File: src/rtl/pfc_pkg.sv
package pfc_pkg;
  typedef struct packed {
    logic vld;
    logic xoff;
  } pfc_evt_t;
endpackage

File: src/rtl/pfc_refresh_tmr.sv
module pfc_refresh_tmr #(
  parameter int TMR_W = 16
) (
  input  logic             clk_i,
  input  logic             rst_ni,
  input  logic             active_i,
  input  logic [TMR_W-1:0] period_i,
  output logic             hit_o
);
  logic [TMR_W-1:0] tmr_q;

  assign hit_o = active_i && (period_i != '0) && (tmr_q == TMR_W'(period_i - 1'b1));

  always_ff @(posedge clk_i or negedge rst_ni) begin
    if (!rst_ni)                tmr_q <= '0;
    else if (!active_i || hit_o) tmr_q <= '0;
    else                        tmr_q <= tmr_q + 1'b1;
  end
endmodule

File: src/rtl/pfc_level_mon.sv
module pfc_level_mon
  import pfc_pkg::*;
#(
  parameter int LVL_W      = 18,
  parameter int WM_W       = 16,
  parameter int TMR_W      = 16,
  parameter int UNIT_SHIFT = 3
) (
  input  logic             clk_i,
  input  logic             rst_ni,
  input  logic [LVL_W-1:0] fifo_level_i,
  input  logic [WM_W-1:0]  hwm_i,
  input  logic [WM_W-1:0]  lwm_i,
  input  logic [TMR_W-1:0] refresh_i,
  output pfc_evt_t         evt_o
);
  localparam int CMP_W = (LVL_W > WM_W) ? LVL_W : WM_W;

  logic [CMP_W-1:0] units, hwm_x, lwm_x;
  logic cong_q, cong_d, gen_en, above, below, refresh_hit;

  assign units  = CMP_W'(fifo_level_i >> UNIT_SHIFT);
  assign hwm_x  = CMP_W'(hwm_i);
  assign lwm_x  = CMP_W'(lwm_i);
  assign gen_en = |hwm_i;
  assign above  = units > hwm_x;
  assign below  = units < lwm_x;

  pfc_refresh_tmr #(.TMR_W(TMR_W)) u_tmr (
    .clk_i   (clk_i),
    .rst_ni  (rst_ni),
    .active_i(cong_q && gen_en && !below),
    .period_i(refresh_i),
    .hit_o   (refresh_hit)
  );

  always_comb begin
    evt_o  = '0;
    cong_d = cong_q;
    if (!gen_en) begin
      cong_d = 1'b0;
    end else if (!cong_q) begin
      if (above) begin
        cong_d = 1'b1;
        evt_o  = '{vld: 1'b1, xoff: 1'b1};
      end
    end else if (below) begin
      cong_d = 1'b0;
      evt_o  = '{vld: 1'b1, xoff: 1'b0};
    end else if (refresh_hit) begin
      evt_o  = '{vld: 1'b1, xoff: 1'b1};
    end
  end

  always_ff @(posedge clk_i or negedge rst_ni) begin
    if (!rst_ni) cong_q <= 1'b0;
    else         cong_q <= cong_d;
  end
endmodule

File: src/rtl/pfc_req_slot.sv
module pfc_req_slot
  import pfc_pkg::*;
(
  input  logic     clk_i,
  input  logic     rst_ni,
  input  pfc_evt_t evt_i,
  input  logic     ack_i,
  output logic     vld_o,
  output logic     xoff_o
);
  pfc_evt_t out_q, want_q;

  assign vld_o  = out_q.vld;
  assign xoff_o = out_q.xoff;

  always_ff @(posedge clk_i or negedge rst_ni) begin
    if (!rst_ni) begin
      out_q  <= '0;
      want_q <= '0;
    end else if (!out_q.vld) begin
      out_q  <= evt_i;
    end else if (ack_i) begin
      // newest event beats an older merged one
      if (evt_i.vld)       out_q <= evt_i;
      else if (want_q.vld) out_q <= want_q;
      else                 out_q <= '0;
      want_q <= '0;
    end else if (evt_i.vld) begin
      want_q <= evt_i;
    end
  end
endmodule

File: src/rtl/pfc_rx_inhibit.sv
module pfc_rx_inhibit #(
  parameter int QNT_W = 16
) (
  input  logic             clk_i,
  input  logic             rst_ni,
  input  logic             en_i,
  input  logic             pause_vld_i,
  input  logic [QNT_W-1:0] pause_quanta_i,
  output logic [QNT_W-1:0] cnt_o,
  output logic             inhibit_o
);
  logic [QNT_W-1:0] cnt_q;

  assign cnt_o     = cnt_q;
  assign inhibit_o = |cnt_q;

  always_ff @(posedge clk_i or negedge rst_ni) begin
    if (!rst_ni)                 cnt_q <= '0;
    else if (en_i && pause_vld_i) cnt_q <= pause_quanta_i;
    else if (|cnt_q)              cnt_q <= cnt_q - 1'b1;
  end
endmodule

File: src/rtl/pause_flow_ctrl.sv
module pause_flow_ctrl
  import pfc_pkg::*;
#(
  parameter int LVL_W = 18,
  parameter int WM_W  = 16,
  parameter int QNT_W = 16,
  parameter int TMR_W = 16
) (
  input  logic             clk_i,
  input  logic             rst_ni,
  input  logic [LVL_W-1:0] fifo_level_i,
  input  logic [WM_W-1:0]  hwm_i,
  input  logic [WM_W-1:0]  lwm_i,
  input  logic [QNT_W-1:0] quanta_i,
  input  logic [TMR_W-1:0] refresh_i,
  input  logic             rx_pause_en_i,
  input  logic             rx_pause_vld_i,
  input  logic [QNT_W-1:0] rx_pause_quanta_i,
  input  logic             req_ack_i,
  output logic             req_vld_o,
  output logic             req_xoff_o,
  output logic [QNT_W-1:0] req_quanta_o,
  output logic             tx_inhibit_o,
  output logic [QNT_W-1:0] tx_pause_cnt_o
);
  localparam int UNIT_SHIFT = 3;

  pfc_evt_t evt;

  pfc_level_mon #(
    .LVL_W(LVL_W), .WM_W(WM_W), .TMR_W(TMR_W), .UNIT_SHIFT(UNIT_SHIFT)
  ) u_mon (
    .clk_i       (clk_i),
    .rst_ni      (rst_ni),
    .fifo_level_i(fifo_level_i),
    .hwm_i       (hwm_i),
    .lwm_i       (lwm_i),
    .refresh_i   (refresh_i),
    .evt_o       (evt)
  );

  pfc_req_slot u_slot (
    .clk_i (clk_i),
    .rst_ni(rst_ni),
    .evt_i (evt),
    .ack_i (req_ack_i),
    .vld_o (req_vld_o),
    .xoff_o(req_xoff_o)
  );

  assign req_quanta_o = (req_vld_o && req_xoff_o) ? quanta_i : '0;

  pfc_rx_inhibit #(.QNT_W(QNT_W)) u_inh (
    .clk_i         (clk_i),
    .rst_ni        (rst_ni),
    .en_i          (rx_pause_en_i),
    .pause_vld_i   (rx_pause_vld_i),
    .pause_quanta_i(rx_pause_quanta_i),
    .cnt_o         (tx_pause_cnt_o),
    .inhibit_o     (tx_inhibit_o)
  );
endmodule

File: config.mk
export PLATFORM = sky130hd
export DESIGN_NAME = pause_flow_ctrl
export DESIGN_NICKNAME = d
export VERILOG_FILES = /design/src/rtl/pfc_pkg.sv /design/src/rtl/pfc_refresh_tmr.sv /design/src/rtl/pfc_level_mon.sv /design/src/rtl/pfc_req_slot.sv /design/src/rtl/pfc_rx_inhibit.sv /design/src/rtl/pause_flow_ctrl.sv
export SDC_FILE = /design/constraint.sdc
export NUM_CORES = 1
export LEC_CHECK = 0
export BUFFER_PORTS_ARGS = -buffer_cell sky130_fd_sc_hd__clkbuf_2
export CORE_MARGIN = 2
export CORE_UTILIZATION = 49
export DETAILED_ROUTE_END_ITERATION = 10
export GPL_TIMING_DRIVEN = 0
export PLACE_DENSITY = 0.93
export SYNTH_ARGS = -nofsm -noshare
export SYNTH_HDL_FRONTEND = slang
export SYNTH_SLANG_ARGS = --single-unit
File: constraint.sdc
create_clock -name clk_i -period 3.7 [get_ports clk_i]
set_input_delay 0.37 -clock clk_i [delete_from_list [all_inputs] [get_ports clk_i]]
set_output_delay 0.37 -clock clk_i [all_outputs]
set_load 0.01 [all_outputs]
# Word-level counts from Yosys, hierarchy flattened

Cells that the tools add are included.
W data, S select, Z words.

Bits in registers: 37
Word-level logic and storage cells: 48

$add $sub $neg: 3
$lt $le $gt $ge: 2
Equal/unequal tests: 2
Multiplexer cells: 19
Reduce and logical (&&, ||, !) cells: 15

Operator list:

| cell                    | count |
|---|---|
| $mux W16                | 4 |
| $reduce_or A16 Y1       | 2 |
| $sub A16 B1 Y16 const B | 2 |
| $mux W2                 | 11 |
| $add A16 B1 Y16 const B | 1 |
| $eq A16 B16 Y1          | 1 |
| $gt A15 B16 Y1          | 1 |
| $lt A15 B16 Y1          | 1 |
| $reduce_bool A16 Y1     | 1 |
| $logic_and A1 B1 Y1     | 6 |
| $mux W1                 | 4 |
| $reduce_bool A2 Y1      | 2 |
| $logic_not A1 Y1        | 2 |
| $ne A2 B2 Y1 const B    | 1 |
| $reduce_and A2 Y1       | 1 |
| $logic_or A1 B1 Y1      | 1 |

# Logic depth before layout (Yosys ltp)

Depth after elaboration: 12
Depth in mapped cells: 10
Depth with buffers taken out: 9

# By module

Synthesis repeated with hierarchy kept, for this count alone.

Cell total of the unflattened synthesis: 437
Area total of the unflattened synthesis: 3601.0 um^2

By module, submodules not included:

| module          | times used | cells each | area an instance (um^2) |
|---|---|---|---|
| pfc_refresh_tmr | 1          | 166        | 1358.8 |
| pfc_rx_inhibit  | 1          | 108        | 1018.5 |
| pfc_level_mon   | 1          | 127        | 917.1 |
| pfc_req_slot    | 1          | 18         | 180.2 |
| pause_flow_ctrl | 1          | 18         | 126.4 |

# Worst setup path before layout

No wires, ideal clock.

Kind: register to output
Start point: register u_inh.cnt_q[0], in the netlist u_inh.cnt_o[0]
End point: output port tx_inhibit_o
Data arrival time: 2.402 ns
Required time: 3.330 ns
Path slack: 0.928 ns
Stages on the path, launching flop included: 10
Buffers on the path: 2
Path through: dfrtp_1 -> inv_1 -> ha_1 -> or3b_2 -> or4_1 -> nor2_1 -> and2_1 -> clkbuf_1 -> buf_2 -> inv_1

Word-level cells in the longest chain between the ends: 1

Ends and longest elaborated chain:

| element                | line                  | source |
|---|---|---|
| from (decl)            | pfc_rx_inhibit.sv:12  | `logic [QNT_W-1:0] cnt_q;` |
| from (signal assigned) | pfc_rx_inhibit.sv:19  | `else if (en_i && pause_vld_i) cnt_q <= pause_quanta_i;` |
| from (signal assigned) | pfc_rx_inhibit.sv:20  | `else if (\|cnt_q) cnt_q <= cnt_q - 1'b1;` |
| $reduce_or A16 Y1      | pfc_rx_inhibit.sv:15  | `assign inhibit_o = \|cnt_q;` |
| to (decl)              | pause_flow_ctrl.sv:23 | `output logic tx_inhibit_o,` |

No other way between the ends.

# Worst setup path in the final report

Same ends and word-level chain as after synthesis.

==> impl_metrics.csv <==
group,metric,value,unit
setup_path,end_kind,"output port",
logic_synthesis,async_flop_share,1.000,
route,route.vias.total,3820,
setup_path,start_kind,"flip-flop",
placement,place_hpwl,7.680,mm
flow_run,drv_cap,0,
final_layout,final_nets,715,
logic_synthesis,avgSynthCellArea,7.915,um2
logic_synthesis,synth_top_cells_by_area,"dfrtp_1 27%, ha_1 12%, xnor2_1 5.5%",
cts,cts_setup_buffers,0,
logic_synthesis,ys_dominant_reg_cell,"dfrtp_1",
sta,max_slew_margin,0.2790,
floorplan,die_x,88.21,um
logic_synthesis,syn_inst,439,
sta,max_freq,291.7,MHz
sta,fin_crit_sh,0.9267,
placement,numPlacedInstances,668,
final_layout,layout_commonest_cell,"clkbuf_2",
cts,htreeDepth,2,
route,drc,0,
hold_path,hold_class,"in -> async",
route,drt_iter0_drc,235,
setup_path,reg2reg_from,"u_inh.cnt_o[0]",
global_routing,overflow,0,
logic_synthesis,ys_ff_latch,37,
route,avgViaCountPerCell,5.651,
final_layout,final_cell_mix,"133 x clkbuf_2, 42 x nor2_1, 41 x inv_1",
sta,slew_viol_final,0,
sta,clock-skew-final,0.003769,ns
setup_path,worstPathArrival,3.06,ns
final_layout,fill_cells,588,
final_layout,instances_no_fill,676,
logic_synthesis,synth_area,3475,um2
floorplan,die_h,88.21,um
route,drtAntennaViolNets,0,
logic_synthesis,synth_edf_count,0,
sta,rsz0062_at_grt,"no",
logic_synthesis,yosys_warnings,0,
power,p_leak,0.002206,uW
outcome,status,"finished clean",
global_routing,grt_pass1_wl,15.30,mm
sta,finalHoldViolations,0,
setup_path,r2r-end,"u_inh.cnt_o[0]",
cts,hold_buffers,0,
final_layout,drive_gt1_frac,0.2638,
global_routing,antenna_found_initial,0,
cts,cts_tree,"yes",
route,wl,9.399,mm
floorplan,row_count,30,
floorplan,start_util,0.5086,
sta,fin_tns_setup,0,ns
logic_synthesis,synth_top_area_share,0.2665,
floorplan,core-area,6832,um2
setup_path,cp_max_fo,10,
floorplan,die-area,7780,um2
cts,post_cts_resized,0,
cts,clk_latency,0.29,ns
logic_synthesis,synth.distinct_cells,52,
cts,cts_root_buffer,"clkbuf_8",
global_routing,grt_pass1_vias,3653,
logic_synthesis,syn_nets,575,
global_routing,track_usage,0.2454,
power,power_density,346.7,nW/um2
cts,cts_sinks,37,
final_layout,diodes,0,
logic_synthesis,synth_top_area_cell,"dfrtp_1",
logic_synthesis,seq_area_frac_synth,0.2665,
placement,place.gp.congestion,0.9621,
sta,setup-violations-final,0,
placement,io_buffers,133,
floorplan,ios,138,
global_routing,grt_max_degree,38,
power,finalPower,1507,uW
route,firstDrtPassIters,5,
cts,path_clk_slew,0.08,ns
setup_path,crit_type,"reg -> out",
setup_path,reg2reg_setup_slack,0.78,ns
sta,worst_pin_slew,1.072,ns
sta,hold_ws,0.1971,ns
power,peakVddDrop,0.3467,mV
cts,cts_buffers,5,
route,routedWlPerCell,13.90,um
cts,clock_path_buffers,2,
setup_path,cp_data_required_time,3.33,ns
final_layout,area_growth,25.10,%
sta,finalCriticalPeriod,3.429,ns
setup_path,reg2reg_depth,10,
-- worst max-delay path, cell delays in order, from the launching register on --
cell and delay (ns):
dfrtp_1 0.41, inv_1 0.10, ha_1 0.19, or3b_2 0.50
or4_1 0.58, nor2_1 0.15, and2_1 0.13, clkbuf_1 0.24
buf_2 0.28, inv_1 0.07, clkbuf_2 0.13
-- worst max path at each step --
stage                         endpoint           start  slack (ns)  cells after the start
after floorplan           tx_inhibit_o  u_inh.cnt_o[0]        0.93                      9
after global placement    tx_inhibit_o  u_inh.cnt_o[0]        0.64                     10
after detailed placement  tx_inhibit_o  u_inh.cnt_o[0]        0.61                     10
after CTS                 tx_inhibit_o  u_inh.cnt_o[0]        0.27                     10
after global routing      tx_inhibit_o  u_inh.cnt_o[0]        0.11                     10
final                     tx_inhibit_o  u_inh.cnt_o[0]        0.27                     10
-- layout make-up --
type                            instances  area, um2  area share
Timing Repair Buffer                  133      665.6      0.1531
Sequential cell                        37      925.9      0.2130
Clock buffer                            5      68.82     0.01583
Inverter                               41      153.9     0.03541
Clock inverter                          3      17.52    0.004030
Tap cell                               96      120.1     0.02763
Buffer                                 14      70.07     0.01612
Multi-Input combinational cell        347       2325      0.5348
-- synthesized netlist by cell type (all sizes together), types with 3 or more instances --
cell,number
a21o,5
o21ai,16
inv,41
and2,3
nor2,42
xnor2,22
a31oi,5
nand2,40
clkbuf,8
nand3,8
dfrtp,37
nor4,11
or3,4
a2bb2oi,3
a41oi,3
a21oi,24
o31ai,9
nor3,14
nand4,12
ha,33
or4,7
nor3b,3
nand4b,3
o21a,4
buf,6
and3,24
nand2b,4
xor2,19
nor2b,4
-- logic make-up after synthesis --
logic type                 share of synthesized area
AOI/OAI and AO/OA                             0.1649
xor gates and xnor gates                      0.1033
adders and majority gates                     0.1188
buffers and inverters                        0.06446
DFF                                           0.2665
muxes                                       0.005762
and+or+nand+nor                               0.2762
-- layer usage --
layer	wire (um)	up-vias	global-route usage
li1	-	1853	-
met1	3902	1748	0.2901
met2	4554	185	0.4299
met3	699	34	0.05372
met4	242	0	0.1006
met5	0	-	0
-- power breakdown --
part	internal (uW)	total (uW)	leakage (uW)	switching, uW
sequential	480	587	0.000479	107
combinational	296	645	0.00168	348
clock	130	276	0.0000439	146
total	907	1510	0.00221	601
-- metrics by stage --
step             util  instance area [um2]  worst slack [ns]
2_1_floorplan       -                 3475            0.9282
3_3_place_gp   0.6236                 4260            0.6388
3_5_place_dp   0.6236                 4260            0.6054
4_1_cts        0.6363                 4347            0.2739
5_1_grt        0.6363                 4347            0.1085
6_report       0.6363                 4347            0.2713
-- registers in the layout (all words and copies together) (netlist names) --
signal,cells
u_inh.cnt_o,16
u_mon.cong_q,1
u_mon.u_tmr.tmr_q,16
u_slot.xoff_o,1
u_slot.vld_o,1
u_slot.want_q,2
No activity file was read; power rests on OpenSTA's default activity.
